$ cat config.mk
export PLATFORM = sky130hd
export DESIGN_NAME = dma_irq_coalescer
export DESIGN_NICKNAME = d
export VERILOG_FILES = /design/src/rtl/irq_coal_pkg.sv /design/src/rtl/coal_counter.sv /design/src/rtl/coal_delay_timer.sv /design/src/rtl/coal_pending.sv /design/src/rtl/dma_irq_coalescer.sv
export SDC_FILE = /design/constraint.sdc
export NUM_CORES = 1
export LEC_CHECK = 0
export ABC_AREA = 1
export BUFFER_PORTS_ARGS = -buffer_cell sky130_fd_sc_hd__buf_2
export CELL_PAD_IN_SITES_DETAIL_PLACEMENT = 0
export CELL_PAD_IN_SITES_GLOBAL_PLACEMENT = 1
export CORE_UTILIZATION = 30
export DETAILED_ROUTE_END_ITERATION = 10
export GPL_TIMING_DRIVEN = 0
export PLACE_DENSITY_LB_ADDON = 0.1
export REMOVE_ABC_BUFFERS = 1
export SKIP_LAST_GASP = 1
export SLEW_MARGIN = 30
export SYNTH_ARGS = -nofsm -noshare
export SYNTH_HDL_FRONTEND = slang
export SYNTH_SLANG_ARGS = --single-unit
$ cat constraint.sdc
create_clock -name clk -period 1.8 [get_ports clk]
set_input_delay 0.09 -clock clk [delete_from_list [all_inputs] [get_ports clk]]
set_output_delay 0.09 -clock clk [all_outputs]
set_load 0.02 [all_outputs]
$ cat src/rtl/irq_coal_pkg.sv
package irq_coal_pkg;

    localparam int REG_W   = 32;
    localparam int FLD_W   = 8;
    localparam int N_SRC   = 3;
    localparam int SRC_LSB = 12;
    localparam int TH_LSB  = 16;
    localparam int DLY_LSB = 24;

    localparam int SRC_CNT = 0;
    localparam int SRC_DLY = 1;
    localparam int SRC_ERR = 2;

    typedef logic [FLD_W-1:0] fld_t;
    typedef logic [N_SRC-1:0] src_t;

    typedef struct packed {
        fld_t dly;
        fld_t th;
        src_t en;
    } ctrl_t;

    localparam fld_t  FLD_ONE  = fld_t'(1);
    localparam ctrl_t CTRL_RST = '{dly: '0, th: FLD_ONE, en: '0};

    function automatic logic [REG_W-1:0] pack_word(fld_t hi, fld_t mid, src_t bits);
        logic [REG_W-1:0] w;
        w = '0;
        w[DLY_LSB +: FLD_W] = hi;
        w[TH_LSB  +: FLD_W] = mid;
        w[SRC_LSB +: N_SRC] = bits;
        return w;
    endfunction

endpackage

$ cat src/rtl/coal_counter.sv
module coal_counter
    import irq_coal_pkg::*;
(
    input  logic clk,
    input  logic rst,
    input  logic done_i,
    input  logic reload_i,
    input  fld_t th_i,
    output fld_t cnt_o,
    output logic hit_o
);

    fld_t cnt_q, base, cnt_d;

    always_comb begin
        base  = reload_i ? th_i : cnt_q;
        hit_o = done_i && (base == FLD_ONE);
        if (!done_i)
            cnt_d = base;
        else if (hit_o)
            cnt_d = th_i;
        else
            cnt_d = base - FLD_ONE;
    end

    always_ff @(posedge clk) begin
        if (rst)
            cnt_q <= FLD_ONE;
        else
            cnt_q <= cnt_d;
    end

    assign cnt_o = cnt_q;

    a_r3_decrement: assert property (@(posedge clk) disable iff (rst)
        (done_i && !reload_i && cnt_q != FLD_ONE) |=> cnt_q == $past(cnt_q) - FLD_ONE);

    a_r3_reload_on_hit: assert property (@(posedge clk) disable iff (rst)
        hit_o |=> cnt_q == $past(th_i));

    a_r5_reload_idle: assert property (@(posedge clk) disable iff (rst)
        (reload_i && !done_i) |=> cnt_q == $past(th_i));

endmodule

$ cat src/rtl/coal_delay_timer.sv
module coal_delay_timer
    import irq_coal_pkg::*;
(
    input  logic clk,
    input  logic rst,
    input  logic done_i,
    input  logic tick_i,
    input  fld_t dly_i,
    output fld_t tmr_o,
    output logic expire_o
);

    fld_t tmr_q, tmr_d;
    logic restart;

    always_comb begin
        restart  = done_i && (dly_i != '0);
        expire_o = tick_i && (tmr_q == FLD_ONE) && !restart;
        if (restart)
            tmr_d = dly_i;
        else if (tick_i && tmr_q != '0)
            tmr_d = tmr_q - FLD_ONE;
        else
            tmr_d = tmr_q;
    end

    always_ff @(posedge clk) begin
        if (rst)
            tmr_q <= '0;
        else
            tmr_q <= tmr_d;
    end

    assign tmr_o = tmr_q;

    a_r4_restart: assert property (@(posedge clk) disable iff (rst)
        (done_i && dly_i != '0) |=> tmr_q == $past(dly_i));

    a_r5_hold_no_tick: assert property (@(posedge clk) disable iff (rst)
        (!tick_i && !done_i) |=> $stable(tmr_q));

    a_r5_expire_reaches_zero: assert property (@(posedge clk) disable iff (rst)
        expire_o |=> tmr_q == '0);

    a_r6_no_expire_on_restart: assert property (@(posedge clk) disable iff (rst)
        (done_i && dly_i != '0) |-> !expire_o);

endmodule

$ cat src/rtl/coal_pending.sv
module coal_pending
    import irq_coal_pkg::*;
(
    input  logic clk,
    input  logic rst,
    input  src_t set_i,
    input  logic clr_we_i,
    input  src_t clr_i,
    output src_t pend_o
);

    src_t pend_q, clr_eff;

    always_comb clr_eff = clr_we_i ? clr_i : '0;

    always_ff @(posedge clk) begin
        if (rst)
            pend_q <= '0;
        else
            pend_q <= (pend_q & ~clr_eff) | set_i;
    end

    assign pend_o = pend_q;

    a_r8_set_wins: assert property (@(posedge clk) disable iff (rst)
        (set_i != '0) |=> ((pend_q & $past(set_i)) == $past(set_i)));

    a_r8_clear: assert property (@(posedge clk) disable iff (rst)
        (clr_we_i && set_i == '0) |=> pend_q == ($past(pend_q) & ~$past(clr_i)));

    a_r8_hold: assert property (@(posedge clk) disable iff (rst)
        (!clr_we_i && set_i == '0) |=> $stable(pend_q));

endmodule

$ cat src/rtl/dma_irq_coalescer.sv
module dma_irq_coalescer
    import irq_coal_pkg::*;
(
    input  logic             clk,
    input  logic             rst,
    input  logic             cmpl_pulse,
    input  logic             tick_en,
    input  logic             err_pulse,
    input  logic             cfg_we,
    input  logic [FLD_W-1:0] cfg_thresh,
    input  logic [FLD_W-1:0] cfg_delay,
    input  logic [N_SRC-1:0] cfg_enable,
    input  logic             clr_we,
    input  logic [N_SRC-1:0] clr_mask,
    output logic             irq,
    output logic [REG_W-1:0] status_word,
    output logic [REG_W-1:0] control_word
);

    ctrl_t ctrl_q, ctrl_new, ctrl_eff;
    fld_t  cnt, tmr;
    logic  hit, expire;
    src_t  set_vec, pend;

    always_comb begin
        ctrl_new = '{dly: cfg_delay, th: cfg_thresh, en: cfg_enable};
        ctrl_eff = cfg_we ? ctrl_new : ctrl_q;
    end

    always_ff @(posedge clk) begin
        if (rst)
            ctrl_q <= CTRL_RST;
        else if (cfg_we)
            ctrl_q <= ctrl_new;
    end

    coal_counter u_counter (
        .clk      (clk),
        .rst      (rst),
        .done_i   (cmpl_pulse),
        .reload_i (cfg_we || expire),
        .th_i     (ctrl_eff.th),
        .cnt_o    (cnt),
        .hit_o    (hit)
    );

    coal_delay_timer u_timer (
        .clk      (clk),
        .rst      (rst),
        .done_i   (cmpl_pulse),
        .tick_i   (tick_en),
        .dly_i    (ctrl_eff.dly),
        .tmr_o    (tmr),
        .expire_o (expire)
    );

    always_comb begin
        set_vec          = '0;
        set_vec[SRC_CNT] = hit;
        set_vec[SRC_DLY] = expire;
        set_vec[SRC_ERR] = err_pulse;
    end

    coal_pending u_pending (
        .clk      (clk),
        .rst      (rst),
        .set_i    (set_vec),
        .clr_we_i (clr_we),
        .clr_i    (clr_mask),
        .pend_o   (pend)
    );

    assign irq          = |(pend & ctrl_q.en);
    assign status_word  = pack_word(tmr, cnt, pend);
    assign control_word = pack_word(ctrl_q.dly, ctrl_q.th, ctrl_q.en);

    a_r2_cfg_reload: assert property (@(posedge clk) disable iff (rst)
        (cfg_we && !cmpl_pulse) |=> status_word[TH_LSB +: FLD_W] == $past(cfg_thresh));

    a_r7_error_sets: assert property (@(posedge clk) disable iff (rst)
        err_pulse |=> status_word[SRC_LSB + SRC_ERR]);

endmodule

======== Word level (Yosys, flattened, before mapping) ========
Cells that the tools add are included.
word-level totals
  register bits ........................... 38
  bits of input ports ..................... 29
  output and inout port bits .............. 65
  logic and storage cells ................. 32
operators by class
  add/sub/neg operators ................... 2
  equal/unequal tests ..................... 2
  muxes and demuxes ....................... 7
  bitwise logic cells ..................... 4
  reduce and logical (&&, ||, !) cells .... 11
operator list
  kind                                                                count
  8-bit two-way mux                                                   5
  19-bit two-way mux                                                  1
  8-bit by 1-bit == test with 1-bit output, second input constant     2
  8-bit nonzero test                                                  2
  8-bit by 1-bit subtractor with 8-bit output, second input constant  2
  3-bit AND                                                           2
  1-bit logical AND                                                   5
  3-bit two-way mux                                                   1
  3-bit inverter                                                      1
  3-bit OR                                                            1
  3-bit OR reduction                                                  1
  2-bit nonzero test                                                  1
  1-bit logical NOT                                                   1
  1-bit logical OR                                                    1

======== Logic depth before layout (Yosys ltp) ========
Gate-level depths: netlist of run 1.
  word-level depth ........................ 11
  depth in mapped cells ................... 21
  gate-level depth less buffers ........... 19

======== Cells and area by module ========
From an unflattened synthesis of run 1, not the netlist that was laid out.
second synthesis, totals
  cell total of the unflattened synthesis .. 424
  area total of the unflattened synthesis .. 2597.5 um^2
modules (own cells, without submodules)
  module             instances  cells each  area each (um^2)  seq. area each (um^2)
  dma_irq_coalescer  1          176         1081.0            380.4
  coal_counter       1          132         780.7             160.2
  coal_delay_timer   1          101         626.9             160.2
  coal_pending       1          15          108.9             60.1

======== Worst setup path before layout of run 1 ========
Ideal clock, no wire load.
  kind .................................... reg-to-reg
  start ................................... register u_timer.tmr_q[1], in the netlist u_timer.tmr_o[1]
  end ..................................... register u_counter.cnt_q[6], in the netlist u_counter.cnt_o[6]
  setup time .............................. 0.129 ns
  data arrival time ....................... 2.001 ns
  required time ........................... 1.671 ns
  slack ................................... -0.331 ns
  cell stages (with the launch flop) ...... 18
  clock period less this slack ............ 2.131 ns
  cell sequence ........................... dfxtp_1 -> inv_1 -> ha_1 -> nand2_1 -> nor3_1 -> nand2_2 -> nand2_2 -> buf_6 -> nand2_1 -> nand2_2 -> ha_1 -> inv_1 -> nor2_1 -> nand4_1 -> nand2_1 -> nand3_1 -> nand2_1 -> a21oi_1
on the way
  longest elaborated chain between the ends .. 9
RTL lines
  element                                                                              RTL line                 RTL
  start, declared                                                                      coal_delay_timer.sv:13   fld_t tmr_q, tmr_d;
  start signal, assigned                                                               coal_delay_timer.sv:31   tmr_q <= tmr_d;
  8-bit by 1-bit == test with 1-bit output (*)                                         coal_delay_timer.sv:18   expire_o = tick_i && (tmr_q == FLD_ONE) && !restart;
  1-bit logical AND (*) (2 in a row)                                                   coal_delay_timer.sv:18
  1-bit logical OR (*)                                                                 dma_irq_coalescer.sv:41  .reload_i (cfg_we || expire),
  8-bit two-way mux (*)                                                                coal_counter.sv:16       base = reload_i ? th_i : cnt_q;
  branches (longest 3 deep; another with 8-bit by 1-bit subtractor with 8-bit output)  --
  8-bit two-way mux (*)                                                                coal_counter.sv:18       if (!done_i)
  end signal, assigned                                                                 coal_counter.sv:30       cnt_q <= cnt_d;
  end, declared                                                                        coal_counter.sv:13       fld_t cnt_q, base, cnt_d;
Mark *: on every way between the ends.
A chain may end at the register's enable or synchronous reset.

======== Worst setup path after layout of run 1 ========
  start ................................... register u_timer.tmr_q[4], in the netlist u_timer.tmr_o[4]
  end ..................................... register u_pending.pend_q[0], in the netlist u_pending.pend_o[0]
on the way
  longest elaborated chain between the ends .. 8
RTL lines
  element                                   RTL line                 RTL
  8-bit by 1-bit == test with 1-bit output  coal_delay_timer.sv:18
  1-bit logical AND (2 in a row)            coal_delay_timer.sv:18
  1-bit logical OR                          dma_irq_coalescer.sv:41
  8-bit two-way mux                         coal_counter.sv:16
  8-bit by 1-bit == test with 1-bit output  coal_counter.sv:17       hit_o = done_i && (base == FLD_ONE);
  1-bit logical AND                         coal_counter.sv:17
  3-bit OR                                  coal_pending.sv:20       pend_q <= (pend_q & ~clr_eff) | set_i;
  end signal, assigned                      coal_pending.sv:20
  end, declared                             coal_pending.sv:12       src_t pend_q, clr_eff;
Every way passes these cells.

==> qor.log, run 1 <==
qor: setup_path.critical_path_class register to register
qor: power_and_ir_drop.power.clock.fraction 23.6%
qor: power_and_ir_drop.cellLeakagePower 1.800 nW
qor: die.row_count 32
qor: setup_path.critical_path_required 2.03 ns
qor: worst_hold_path.worstHoldPathCells 3
qor: die.die_h 91.51 µm
qor: cells_and_area.antenna_cells_inserted 0
qor: power_and_ir_drop.power.ir.vdd_worst 0.3131 mV
qor: setup_path.timing.critical_path.cells nor2_4 > nand2_2 > nor3_4 > nand2_8 > nand2_8 > nand2_1 > nand2_2 > nand3_2 > nor2_4 > nand2_8 > buf_4 > buf_6 > a21oi_2
qor: setup_path.worstSetupPathDepth 13
qor: setup_path.crit_slowest_cell dfxtp_4
qor: power_and_ir_drop.net_switching_share_of_the_total_power 37.48%
qor: cells_and_area.layout.nets 502
qor: clock_network.clock_sinks 38
qor: power_and_ir_drop.netSwitchingPower 904.6 µW
qor: power_and_ir_drop.power_frac_seq 39.8%
qor: setup_path.critPathLaunchType register
qor: sta.timing_worst_slew_pin_value 0.6056 ns
qor: setup_path.worst_r2r_path_depth 13
qor: run_status.failed_checks negative setup slack
qor: synth.postSynthCellCount 367
qor: clock_network.h-tree-depth 2
qor: setup_path.cp_max_fo 8
qor: sta.report.final.slew_viol_count 0
qor: placement.placement.io_buffers 67
qor: setup_path.timing.reg2reg.setup_slack -0.35 ns
qor: clock_network.cts_buffer_depth 2
qor: cells_and_area.drive_above_1_share 41.79%
qor: sta.rsz0062_at_grt true
qor: sta.timing_hold_violations_final 0
qor: routing.routedWlPerCell 12.33 µm
qor: synth.compound_gate_portion_of_the_synthesized_area 8.277%
qor: sta.clock.fmax 465.0 MHz
qor: clock_network.worst_skew_pair.late_latency 0.30 ns
qor: synth.yosysSeqAreaShare 31.65%
qor: setup_path.critical_path_most_common_cell nand2_8
qor: cells_and_area.n_fill_cell 846
qor: synth.postSynthRegisterBits 38
qor: clock_network.cts.root.buffer_cell clkbuf_8
qor: cells_and_area.design_area 0.003376 mm²
qor: synth.synth_cell_type_count 35
qor: worst_hold_path.hold_path_class primary input to register
qor: synth.synth_flop_cell dfxtp_1
qor: setup_path.element_type_at_the_critical_path_end register
qor: synth.post_synth_xor_area_fraction 1.822%
qor: routing.routed_wirelength 7.040 mm
qor: power_and_ir_drop.comb_power_share 36.6%
qor: power_and_ir_drop.internal_power 1.509 mW
qor: synth.synthTopCellsByCount nand2_1 (106), nor2_1 (47), inv_1 (40)
qor: die.num_io_pins 94
qor: synth.synthMostInstantiatedCell nand2_1
qor: global_routing.grt_first_pass_wirelength 11.20 mm
qor: synth.synthesis.area 0.002404 mm²
qor: sta.maxSlewHeadroom 59.63%
qor: setup_path.path_buf_inv 2
qor: synth.yosys.area.top_type_share 31.65%
qor: clock_network.clock_pin_transition_on_the_worst_setup_and_hold_timing_paths 0.08 ns
qor: routing.detail-route-antenna-nets 0
qor: synth.post_synthesis_share_of_cell_area_spent_on_and_or_nand_and_nor_gates 36.91%
qor: synth.postSynthAreaPerCell 6.549 µm²
qor: die.start_util 31.10%
qor: sta.post-route-period-util 119.5%
qor: die.core 0.007727 mm²
qor: synth.synth_area_leaders dfxtp_1 (32%), nand2_1 (17%), buf_4 (8.4%), nor2_1 (7.3%), inv_1 (6.2%)
qor: die.die_width 91.51 µm
qor: sta.finalWorstPathRequiredPeriod 2.151 ns
qor: synth.synthesis.yosys.warnings 0
qor: synth.synth_enable_flop_cells 0
qor: routing.firstDrtPassIters 4
qor: placement.dpl-instance-area 0.002699 mm²
qor: sta.finalSetupViolCount 9
qor: sta.post-route-worst-setup-slack -0.3507 ns
qor: synth.dominant_combinational_cell_family_by_area_after_synthesis simple AND/OR/NAND/NOR gates
qor: synth.synth_area_leader_cell dfxtp_1
qor: clock_network.tritoncts_clock_tree built
qor: routing.via_per_inst 4.336
qor: flow_run.drv_cap 0
qor: placement.dpl.hpwl 4.518 mm
qor: setup_path.worst_path_dominant_cell_family simple AND/OR/NAND/NOR gates
qor: synth.synth.mux.area_fraction 1.666%
qor: setup_path.critical_path.max_stage_delay 0.37 ns
qor: placement.place.gp.congestion 0.7915
qor: routing.remaining_drc_errors 0
qor: cells_and_area.instances_no_fill 571
qor: die.die-area 0.008374 mm²
qor: run_status.run_status finished with violations
qor: power_and_ir_drop.power.total 2.414 mW
qor: placement.placed_cells_incl_taps 523
qor: routing.num_vias 2476
qor: clock_network.cts-buffers-inserted 5
qor: global_routing.pin_count_of_the_biggest_net_entering_global_routing 28
qor: global_routing.track_usage 17.13%
qor: sta.clock-skew-final 0.009659 ns
qor: power_and_ir_drop.pwr_density_cell 715.0 mW/mm²
qor: synth.synth_async_sr_flop_share 0%
qor: cells_and_area.area_growth 40.45%
qor: global_routing.gr-total-overflow 0
qor: global_routing.number_of_antenna_violations_at_the_first_check_in_global_routing 0
qor: global_routing.number_of_global_route_vias_before_repair 2236
qor: synth.synth-adder-area-share 2.082%
qor: routing.first_iter_violations 76
qor: setup_path.cp.arrival 2.38 ns
-- per-stage QoR --
step | utilization [%] | hold slack, ns | setup TNS, ns | setup WS, ns
after global placement | 34.93 | 0.2978 | -15.67 | -1.517
final | 43.69 | 0.02084 | -2.834 | -0.3507
after global routing | 43.69 | 0.02123 | -4.231 | -0.4967
after detailed placement | 34.93 | 0.3037 | -16.13 | -1.538
after floorplan | - | 0.1591 | -2.529 | -0.4235
after CTS | 40.71 | 0.01654 | -2.818 | -0.3603
-- logic make-up (layout without fill, tap and decap cells) --
family | after synthesis | count (layout)
mux | 4 | 4
fa+ha+maj | 4 | 4
compound gates | 35 | 35
xor+xnor | 5 | 5
buf+inv | 80 | 157
flops | 38 | 38
other cells | 1 | 26
simple gates | 200 | 200
-- layer usage --
layer  routed length [µm]  track usage, %
met1                 3538           23.49
met2                 3083           26.69
met3                  320           3.518
met4                   98           5.423
met5                    0               0
-- worst register-to-register path, delay by kind of cell (launching register included) --
family,cells,cell delay (ns)
flip-flops,1,0.37
AND/OR/NAND/NOR,10,1.38
buffers and inverters,2,0.25
AO/OA/AOI/OAI,1,0.09
-- final cells by class --
| type | count | area, µm² | share of cell area, % |
|---|---|---|---|
| Tap cell | 102 | 127.6 | 3.781 |
| Timing Repair inverter | 1 | 6.256 | 0.1853 |
| Inverter | 42 | 165.2 | 4.892 |
| Multi-Input combinational cell | 274 | 1538 | 45.55 |
| Timing Repair Buffer | 107 | 679.4 | 20.13 |
| Sequential cell | 38 | 780.7 | 23.13 |
| Clock buffer | 5 | 68.82 | 2.039 |
| Clock inverter | 2 | 10.01 | 0.2965 |
-- power groups by stage --
| stage | Sequential [mW] | Combinational [mW] | Clock [mW] |
|---|---|---|---|
| floorplan | 1.05 | 0.401 | 0 |
| global placement | 0.972 | 0.682 | 0 |
| detailed placement | 0.973 | 0.681 | 0 |
| CTS | 0.957 | 0.807 | 0.601 |
| global route | 0.973 | 0.972 | 0.641 |
| finish | 0.961 | 0.882 | 0.571 |
-- cell usage in the layout, fill, tap and decap left out, types with 2 or more instances in the layout --
master | synthesis | routed
inv_1 | 40 | 33
clkbuf_8 | 0 | 5
ha_1 | 4 | 3
nand2_1 | 106 | 80
mux2i_1 | 4 | 4
o211ai_1 | 2 | 2
nand2_4 | 3 | 9
nand3_2 | 1 | 5
a21oi_1 | 15 | 12
clkinv_2 | 0 | 2
nand2_2 | 8 | 25
or2_2 | 4 | 4
buf_2 | 2 | 66
nand4_1 | 4 | 4
buf_4 | 27 | 33
nand3b_1 | 5 | 5
a21oi_2 | 0 | 3
nor2_1 | 47 | 43
dfxtp_2 | 0 | 13
o21ai_0 | 6 | 6
buf_6 | 2 | 5
conb_1 | 1 | 26
xor2_1 | 4 | 4
dfxtp_1 | 38 | 24
nand2_8 | 0 | 3
inv_2 | 2 | 8
nor2_4 | 1 | 4
nand3_1 | 18 | 14
o21ai_1 | 4 | 4
o22ai_1 | 3 | 3
-- state kept, by name (all words and copies together) (netlist names) --
register,flops
control_word,19
u_timer.tmr_o,8
u_counter.cnt_o,8
u_pending.pend_o,3
-- worst paths after layout --
path / end / from
worst max-delay path: u_pending.pend_o[0]$_SDFF_PP0_ / u_timer.tmr_o[4]$_SDFFE_PP0P_
worst min-delay path: control_word[14]$_SDFFE_PP0P_ / cfg_enable[2]
worst max register to register: u_pending.pend_o[0]$_SDFF_PP0_ / u_timer.tmr_o[4]$_SDFFE_PP0P_
worst min register to register: u_pending.pend_o[1]$_SDFF_PP0_ / u_pending.pend_o[1]$_SDFF_PP0_
-- repair_timing --
action                                  4_1_cts  5_1_grt
hold endpoints to repair                      1        0
hold buffers                                  1        0
endpoints found under the setup margin       15       15
gates resized for setup                      59       35
gates cloned                                  1        0
pin swaps                                    28       26
setup buffers                                23       16
No activity file was read; power rests on OpenSTA's default activity.
==> inputs of run 2 (changes only) <==
- PLACE_DENSITY: default -> 0.86
- PLACE_DENSITY_LB_ADDON: 0.1 -> default
==> qor.log, run 2 (synthesis gave the netlist of run 1 again) <==
qor: setup_path.crit_slowest_cell dfxtp_2 [was dfxtp_4]
qor: clock_network.cts.root.buffer_cell clkbuf_8 [unchanged]
qor: setup_path.worst_path_dominant_cell_family buffers and inverters [was simple AND/OR/NAND/NOR gates]
qor: power_and_ir_drop.pwr_density_cell 760.2 mW/mm² [was 715.0 mW/mm²]
qor: power_and_ir_drop.internal_power 1.658 mW [was 1.509 mW]
qor: power_and_ir_drop.netSwitchingPower 903.5 µW [was 904.6 µW]
qor: setup_path.cp_max_fo 2 [was 8]
qor: global_routing.gr-total-overflow 0 [unchanged]
qor: routing.first_iter_violations 97 [was 76]
qor: setup_path.critical_path_most_common_cell buf_4 [was nand2_8]
qor: routing.via_per_inst 4.429 [was 4.336]
qor: die.die_h 91.51 µm [unchanged]
qor: worst_hold_path.hold_path_class primary input to register [unchanged]
qor: setup_path.critical_path.max_stage_delay 0.32 ns [was 0.37 ns]
qor: power_and_ir_drop.power.ir.vdd_worst 0.4078 mV [was 0.3131 mV]
qor: cells_and_area.mostFrequentLayoutCells nand2_1 (94), buf_2 (66), buf_4 (41) [was nand2_1 (80), buf_2 (66), nor2_1 (43)]
qor: power_and_ir_drop.cellLeakagePower 1.835 nW [was 1.800 nW]
qor: power_and_ir_drop.power.clock.fraction 28.0% [was 23.6%]
qor: setup_path.cp.arrival 2.28 ns [was 2.38 ns]
qor: clock_network.h-tree-depth 2 [unchanged]
qor: cells_and_area.antenna_cells_inserted 0 [unchanged]
qor: sta.finalSetupViolCount 11 [was 9]
qor: die.start_util 31.10% [unchanged]
qor: run_status.failed_checks negative setup slack [unchanged]
qor: placement.place.gp.congestion 0.8515 [was 0.7915]
qor: sta.clock.fmax 467.6 MHz [was 465.0 MHz]
qor: clock_network.clock_sinks 38 [unchanged]
qor: clock_network.worst_skew_pair.late_latency 0.29 ns [was 0.30 ns]
qor: setup_path.critical_path_class register to register [unchanged]
qor: clock_network.cts_hold_repair.buffers 0 [was 1]
qor: cells_and_area.n_fill_cell 833 [was 846]
qor: clock_network.clock_pin_transition_on_the_worst_setup_and_hold_timing_paths 0.08 ns [about the same]
qor: clock_network.cts_buffer_depth 2 [unchanged]
qor: die.num_io_pins 94 [unchanged]
qor: run_status.run_status finished with violations [unchanged]
qor: placement.placement.io_buffers 67 [unchanged]
qor: sta.report.final.slew_viol_count 0 [unchanged]
qor: die.row_count 32 [unchanged]
qor: global_routing.track_usage 16.74% [was 17.13%]
qor: sta.hold-worst-slack 0.008662 ns [was 0.02084 ns]
qor: power_and_ir_drop.net_switching_share_of_the_total_power 35.27% [was 37.48%]
qor: global_routing.number_of_global_route_vias_before_repair 2356 [was 2236]
qor: placement.dpl.hpwl 4.366 mm [was 4.518 mm]
qor: sta.timing_worst_slew_pin_value 0.5538 ns [was 0.6056 ns]
qor: cells_and_area.drive_above_1_share 38.45% [was 41.79%]
qor: sta.post-route-worst-setup-slack -0.3386 ns [was -0.3507 ns]
qor: power_and_ir_drop.comb_power_share 34.5% [was 36.6%]
qor: routing.routedWlPerCell 12.35 µm [was 12.33 µm]
qor: sta.timing_hold_violations_final 0 [unchanged]
qor: setup_path.timing.critical_path.cells inv_1 > nand2_1 > buf_4 > buf_4 > buf_4 > buf_4 > buf_4 > buf_4 > buf_4 > buf_4 > buf_4 > buf_4 > buf_4 > a21oi_2 > a2111oi_0 [was nor2_4 > nand2_2 > nor3_4 > nand2_8 > nand2_8 > nand2_1 > nand2_2 > nand3_2 > nor2_4 > nand2_8 > buf_4 > buf_6 > a21oi_2]
qor: setup_path.element_type_at_the_critical_path_end register [unchanged]
qor: cells_and_area.largest_register_ff_count 19 [unchanged]
qor: cells_and_area.area_growth 40.19% [was 40.45%]
qor: placement.pre_cts_slack -1.417 ns [was -1.538 ns]
qor: global_routing.number_of_antenna_violations_at_the_first_check_in_global_routing 0 [unchanged]
qor: routing.remaining_drc_errors 0 [unchanged]
qor: power_and_ir_drop.power.total 2.562 mW [was 2.414 mW]
qor: flow_run.drv_cap 0 [unchanged]
qor: cells_and_area.layout.nets 508 [was 502]
qor: routing.num_vias 2560 [was 2476]
qor: power_and_ir_drop.power_frac_seq 37.5% [was 39.8%]
qor: global_routing.pin_count_of_the_biggest_net_entering_global_routing 28 [unchanged]
qor: setup_path.critical_path_required 1.94 ns [was 2.03 ns]
qor: die.core 0.007727 mm² [unchanged]
qor: cells_and_area.layout_commonest_cell nand2_1 [unchanged]
qor: sta.maxSlewHeadroom 63.08% [was 59.63%]
qor: sta.clock-skew-final 0.005585 ns [was 0.009659 ns]
qor: sta.finalWorstPathRequiredPeriod 2.139 ns [was 2.151 ns]
qor: global_routing.grt_first_pass_wirelength 11.18 mm [was 11.20 mm]
qor: cells_and_area.multi_input_area 0.001484 mm² [was 0.001538 mm²]
qor: routing.firstDrtPassIters 4 [unchanged]
qor: clock_network.tritoncts_clock_tree built [unchanged]
qor: routing.detail-route-antenna-nets 0 [unchanged]
qor: die.die-area 0.008374 mm² [unchanged]
qor: setup_path.path_buf_inv 12 [was 2]
qor: setup_path.critPathLaunchType register [unchanged]
qor: clock_network.cts-buffers-inserted 5 [unchanged]
qor: routing.routed_wirelength 7.137 mm [was 7.040 mm]
qor: cells_and_area.regArea 772.0 µm² [was 780.7 µm²]
qor: sta.rsz0062_at_grt true [unchanged]
qor: die.die_width 91.51 µm [unchanged]
qor: sta.post-route-period-util 118.8% [was 119.5%]
-- run 2: cell count changes in the layout (fill, tap and decap cells not counted), moves of 2 or more --
cell,previous run,this run
nor2_1,43,40
a21oi_2,3,1
nand2_4,9,7
a21oi_1,12,14
nor2_2,1,5
nand2_2,25,15
dfxtp_1,24,29
dfxtp_2,13,9
inv_1,33,35
nand2_1,80,94
inv_2,8,5
buf_4,33,41
-- run 2: layout make-up --
cell class	instances	area share, %
Clock buffer	5	2.042
Clock inverter	3	1.188
Inverter	42	4.976
Multi-Input combinational cell	275	44.04
Sequential cell	38	22.91
Tap cell	102	3.788
Timing Repair Buffer	112	20.87
Timing Repair inverter	1	0.1857
-- run 2: final timing paths --
path	start	end	slack (ns)	cells past startpoint
max	control_word[24]$_SDFF_PP0_	u_timer.tmr_o[0]$_SDFFE_PP0P_	-0.34	15
min	err_pulse	u_pending.pend_o[2]$_SDFF_PP0_	0.009	3
max reg2reg	control_word[24]$_SDFF_PP0_	u_timer.tmr_o[0]$_SDFFE_PP0P_	-0.34	15
min reg2reg	u_pending.pend_o[1]$_SDFF_PP0_	u_pending.pend_o[1]$_SDFF_PP0_	0.50	2
-- run 2: what timing repair did --
item | 4_1_cts | 5_1_grt
setup endpoints to repair | 15 | 16
pin swaps | 15 | 12
gates cloned | 2 | 0
setup buffers | 41 | 5
gates resized for setup | 40 | 23
-- run 2: through the flow --
stage,instances,utilization (%),instance area [µm²],setup TNS (ns)
6_report,578,43.60,3369,-3.013
5_1_grt,578,43.60,3369,-4.800
4_1_cts,574,42.36,3273,-2.765
3_5_place_dp,523,34.93,2699,-13.94
3_3_place_gp,523,34.93,2699,-14.14
2_1_floorplan,354,-,2236,-2.529
-- run 2: per-layer routing --
layer,vias to the layer above,global-route usage (%),wire length (µm)
met5,-,0,0
met4,0,4.630,67
met3,6,3.685,321
met2,75,27.51,3434
met1,1168,21.90,3313
li1,1311,-,-
-- run 2: power groups by stage --
stage | Sequential (mW) | Combinational (mW) | Clock, mW
finish | 0.960 | 0.883 | 0.718
global placement | 0.970 | 0.670 | 0
CTS | 0.958 | 0.831 | 0.747
detailed placement | 0.972 | 0.678 | 0
floorplan | 1.05 | 0.401 | 0
global route | 0.969 | 0.969 | 0.790
-- run 2: worst register-to-register path: stages (launching register included) --
cell	delay, ns
dfxtp_2	0.32
inv_1	0.04
nand2_1	0.06
buf_4	0.13
buf_4	0.12
buf_4	0.13
buf_4	0.12
buf_4	0.12
buf_4	0.12
buf_4	0.12
buf_4	0.13
buf_4	0.13
buf_4	0.12
buf_4	0.13
a21oi_2	0.13
a2111oi_0	0.08
==> inputs of run 3 (changes only) <==
--- a/config.mk
+++ b/config.mk
@@ -7,11 +7,11 @@
 export LEC_CHECK = 0
 export ABC_AREA = 1
-export BUFFER_PORTS_ARGS = -buffer_cell sky130_fd_sc_hd__buf_2
 export CELL_PAD_IN_SITES_DETAIL_PLACEMENT = 0
 export CELL_PAD_IN_SITES_GLOBAL_PLACEMENT = 1
-export CORE_UTILIZATION = 30
+export CORE_UTILIZATION = 38
 export DETAILED_ROUTE_END_ITERATION = 10
+export DONT_BUFFER_PORTS = 1
 export GPL_TIMING_DRIVEN = 0
-export PLACE_DENSITY = 0.86
+export PLACE_DENSITY = 0.83
 export REMOVE_ABC_BUFFERS = 1
 export SKIP_LAST_GASP = 1
==> constraint.sdc (replaced) <==
create_clock -name clk -period 1.8 [get_ports clk]
set_input_delay 0.09 -clock clk [delete_from_list [all_inputs] [get_ports clk]]
set_output_delay 0.09 -clock clk [all_outputs]
set_load 0.01 [all_outputs]
==> qor.log, run 3 (synthesis gave the netlist of run 1 again) <==
qor: run_status.run_status finished with violations [unchanged]
qor: run_status.failed_checks negative hold slack, negative setup slack [was negative setup slack]
qor: placement.dpl.hpwl 3.977 mm [was 4.366 mm]
qor: placement.placed_cells_incl_taps 429 [was 523]
qor: power_and_ir_drop.power.total 2.395 mW [was 2.562 mW]
qor: cells_and_area.instances_no_fill 486 [was 578]
qor: setup_path.r2r-start control_word[29]$_SDFF_PP0_ [was control_word[24]$_SDFF_PP0_]
qor: clock_network.cts_buffer_depth 2 [unchanged]
qor: worst_hold_path.hold_path_class primary input to register [unchanged]
qor: cells_and_area.layout_commonest_cell nand2_1 [unchanged]
qor: sta.timing_worst_slew_pin_value 0.4880 ns [was 0.5538 ns]
qor: sta.clock.fmax 464.3 MHz [was 467.6 MHz]
qor: routing.remaining_drc_errors 0 [unchanged]
qor: global_routing.number_of_antenna_violations_at_the_first_check_in_global_routing 0 [unchanged]
qor: cells_and_area.mostFrequentLayoutCells nand2_1 (79), nor2_1 (42), inv_1 (31) [was nand2_1 (94), buf_2 (66), buf_4 (41)]
qor: worst_hold_path.endpoint_with_the_worst_hold_slack u_counter.cnt_o[2]$_SDFF_PP0_ [was u_pending.pend_o[2]$_SDFF_PP0_]
qor: setup_path.critical_path_class register to register [unchanged]
qor: clock_network.cts-buffers-inserted 5 [unchanged]
qor: setup_path.element_type_at_the_critical_path_end register [unchanged]
qor: clock_network.tritoncts_clock_tree built [unchanged]
qor: sta.clock-skew-final 0.006439 ns [was 0.005585 ns]
qor: clock_network.clock_pin_transition_on_the_worst_setup_and_hold_timing_paths 0.08 ns [about the same]
qor: global_routing.number_of_global_route_vias_before_repair 2194 [was 2356]
qor: clock_network.h-tree-depth 2 [unchanged]
qor: die.core 0.006026 mm² [was 0.007727 mm²]
qor: placement.place.gp.congestion 0.8234 [was 0.8515]
qor: routing.first_iter_violations 67 [was 97]
qor: sta.post-route-worst-setup-slack -0.3540 ns [was -0.3386 ns]
qor: sta.hold-worst-slack -0.1401 ns [was 0.008662 ns]
qor: cells_and_area.largest_register_ff_count 19 [unchanged]
qor: setup_path.cp_max_fo 8 [was 2]
qor: routing.firstDrtPassIters 4 [unchanged]
qor: die.start_util 39.89% [was 31.10%]
qor: routing.via_per_inst 4.751 [was 4.429]
qor: global_routing.track_usage 20.33% [was 16.74%]
qor: sta.finalWorstPathRequiredPeriod 2.154 ns [was 2.139 ns]
qor: sta.post-route-period-util 119.7% [was 118.8%]
qor: routing.routedWlPerCell 13.41 µm [was 12.35 µm]
qor: cells_and_area.layout.nets 443 [was 508]
qor: flow_run.drv_cap 0 [unchanged]
qor: placement.dpl-instance-area 0.002330 mm² [was 0.002699 mm²]
qor: cells_and_area.drive_above_1_share 30.66% [was 38.45%]
qor: global_routing.gr-total-overflow 0 [unchanged]
qor: sta.finalSetupViolCount 9 [was 11]
qor: sta.report.final.slew_viol_count 0 [unchanged]
qor: setup_path.critical_path_required 2.02 ns [was 1.94 ns]
qor: sta.fin_tns_setup -2.686 ns [was -3.013 ns]
qor: routing.routed_wirelength 6.517 mm [was 7.137 mm]
qor: placement.placement.io_buffers 0 [was 67]
qor: sta.maxSlewHeadroom 67.13% [was 63.08%]
qor: worst_hold_path.hold_path.startpoint rst [was err_pulse]
qor: worst_hold_path.worstHoldPathCells 1 [was 3]
qor: routing.detail-route-antenna-nets 0 [unchanged]
qor: die.die_width 81.53 µm [was 91.51 µm]
qor: sta.rsz0062_at_grt true [unchanged]
qor: power_and_ir_drop.cellLeakagePower 1.561 nW [was 1.835 nW]
qor: setup_path.timing.reg2reg.setup_slack -0.35 ns [was -0.34 ns]
qor: global_routing.pin_count_of_the_biggest_net_entering_global_routing 28 [unchanged]
qor: routing.num_vias 2309 [was 2560]
qor: die.row_count 28 [was 32]
qor: die.die_h 81.53 µm [was 91.51 µm]
qor: setup_path.worst_r2r_path_depth 19 [was 15]
qor: clock_network.worst_skew_pair.late_latency 0.29 ns [about the same]
qor: power_and_ir_drop.power.ir.vdd_worst 0.3562 mV [was 0.4078 mV]
qor: cells_and_area.antenna_cells_inserted 0 [unchanged]
qor: global_routing.grt_first_pass_wirelength 10.25 mm [was 11.18 mm]
qor: sta.timing_hold_violations_final 10 [was 0]
qor: cells_and_area.final_core_util 53.28% [was 43.60%]
qor: clock_network.cts.root.buffer_cell clkbuf_8 [unchanged]
qor: die.num_io_pins 94 [unchanged]
qor: die.die-area 0.006647 mm² [was 0.008374 mm²]
qor: cells_and_area.area_growth 33.58% [was 40.19%]
qor: setup_path.critPathLaunchType register [unchanged]
qor: cells_and_area.design_area 0.003211 mm² [was 0.003369 mm²]
qor: setup_path.cp.arrival 2.38 ns [was 2.28 ns]
qor: clock_network.clock_sinks 38 [unchanged]
qor: power_and_ir_drop.pwr_density_cell 746.1 mW/mm² [was 760.2 mW/mm²]
qor: setup_path.crit-reg2reg-capture u_counter.cnt_o[7]$_SDFF_PP0_ [was u_timer.tmr_o[0]$_SDFFE_PP0P_]
-- run 3: cell types whose count changed in the layout (fill, tap and decap cells not counted), sizes merged --
cell,change
buf,-87
dlygate4sd3,+23
clkbuf,+3
clkinv,-2
bufinv,-1
inv,-1
-- run 3: how the worst max path moves through the flow --
| stage | startpoint | end | slack (ns) |
|---|---|---|---|
| after global routing | control_word[29]$_SDFF_PP0_ | u_counter.cnt_o[7]$_SDFF_PP0_ | -0.49 |
| final | control_word[29]$_SDFF_PP0_ | u_counter.cnt_o[7]$_SDFF_PP0_ | -0.35 |
| after CTS | control_word[31]$_SDFF_PP0_ | u_counter.cnt_o[3]$_SDFF_PP0_ | -0.33 |
| after global placement | cfg_we | u_counter.cnt_o[6]$_SDFF_PP0_ | -1.02 |
| after detailed placement | cfg_we | u_counter.cnt_o[6]$_SDFF_PP0_ | -0.99 |
| after floorplan | control_word[31]$_SDFF_PP0_ | u_counter.cnt_o[6]$_SDFF_PP0_ | -0.37 |
-- run 3: what timing repair did --
| action | 4_1_cts | 5_1_grt |
|---|---|---|
| hold buffers | 22 | 1 |
| setup buffers | 21 | 4 |
| setup endpoints to repair | 10 | 15 |
| gates cloned | 1 | 0 |
| pin swaps | 19 | 33 |
| endpoints found under the hold margin | 32 | 11 |
| gates resized for setup | 49 | 54 |
-- run 3: layer usage --
metal | track usage, % | vias to the layer above | share of wire [%]
met4 | 6.607 | 0 | 1.6
met1 | 25.77 | 1043 | 44
li1 | - | 1177 | -
met5 | 0 | - | 0
met2 | 33.33 | 81 | 48
met3 | 5.222 | 8 | 6.3
-- run 3: layout make-up --
type / count / area, µm²
Inverter: 42 / 165.2
Multi-Input combinational cell: 275 / 1597
Sequential cell: 38 / 790.8
Timing Repair Buffer: 48 / 454.2
Fill cell: 633 / 2815
Clock buffer: 8 / 110.1
Tap cell: 75 / 93.84
-- run 3: power by group --
part / internal [mW] / switching [mW] / leakage (nW)
sequential: 0.910 / 0.0931 / 0.321
clock: 0.387 / 0.308 / 0.0575
combinational: 0.299 / 0.398 / 1.18
-- run 3: worst max-delay path, stage by stage, from the launching register on --
cell,delay (ns)
dfxtp_4,0.37
inv_2,0.04
nand2_2,0.06
nand2_2,0.08
nand2_2,0.09
nor2_4,0.04
nand2_2,0.06
nand2_4,0.07
nand2_8,0.12
buf_12,0.13
nand3b_1,0.12
nand2_4,0.15
nand3_4,0.08
nor2_4,0.23
nand2_8,0.11
nand2_2,0.08
nand2_1,0.04
nand2_1,0.05
nand2_1,0.04
nor2_1,0.11
-- run 3: metrics by stage --
stage | worst slack (ns) | hold slack, ns
global route | -0.4911 | -0.1641
global placement | -1.023 | 0.1636
floorplan | -0.3713 | 0.1591
detailed placement | -0.9895 | 0.1650
CTS | -0.3295 | -0.1495
finish | -0.3540 | -0.1401
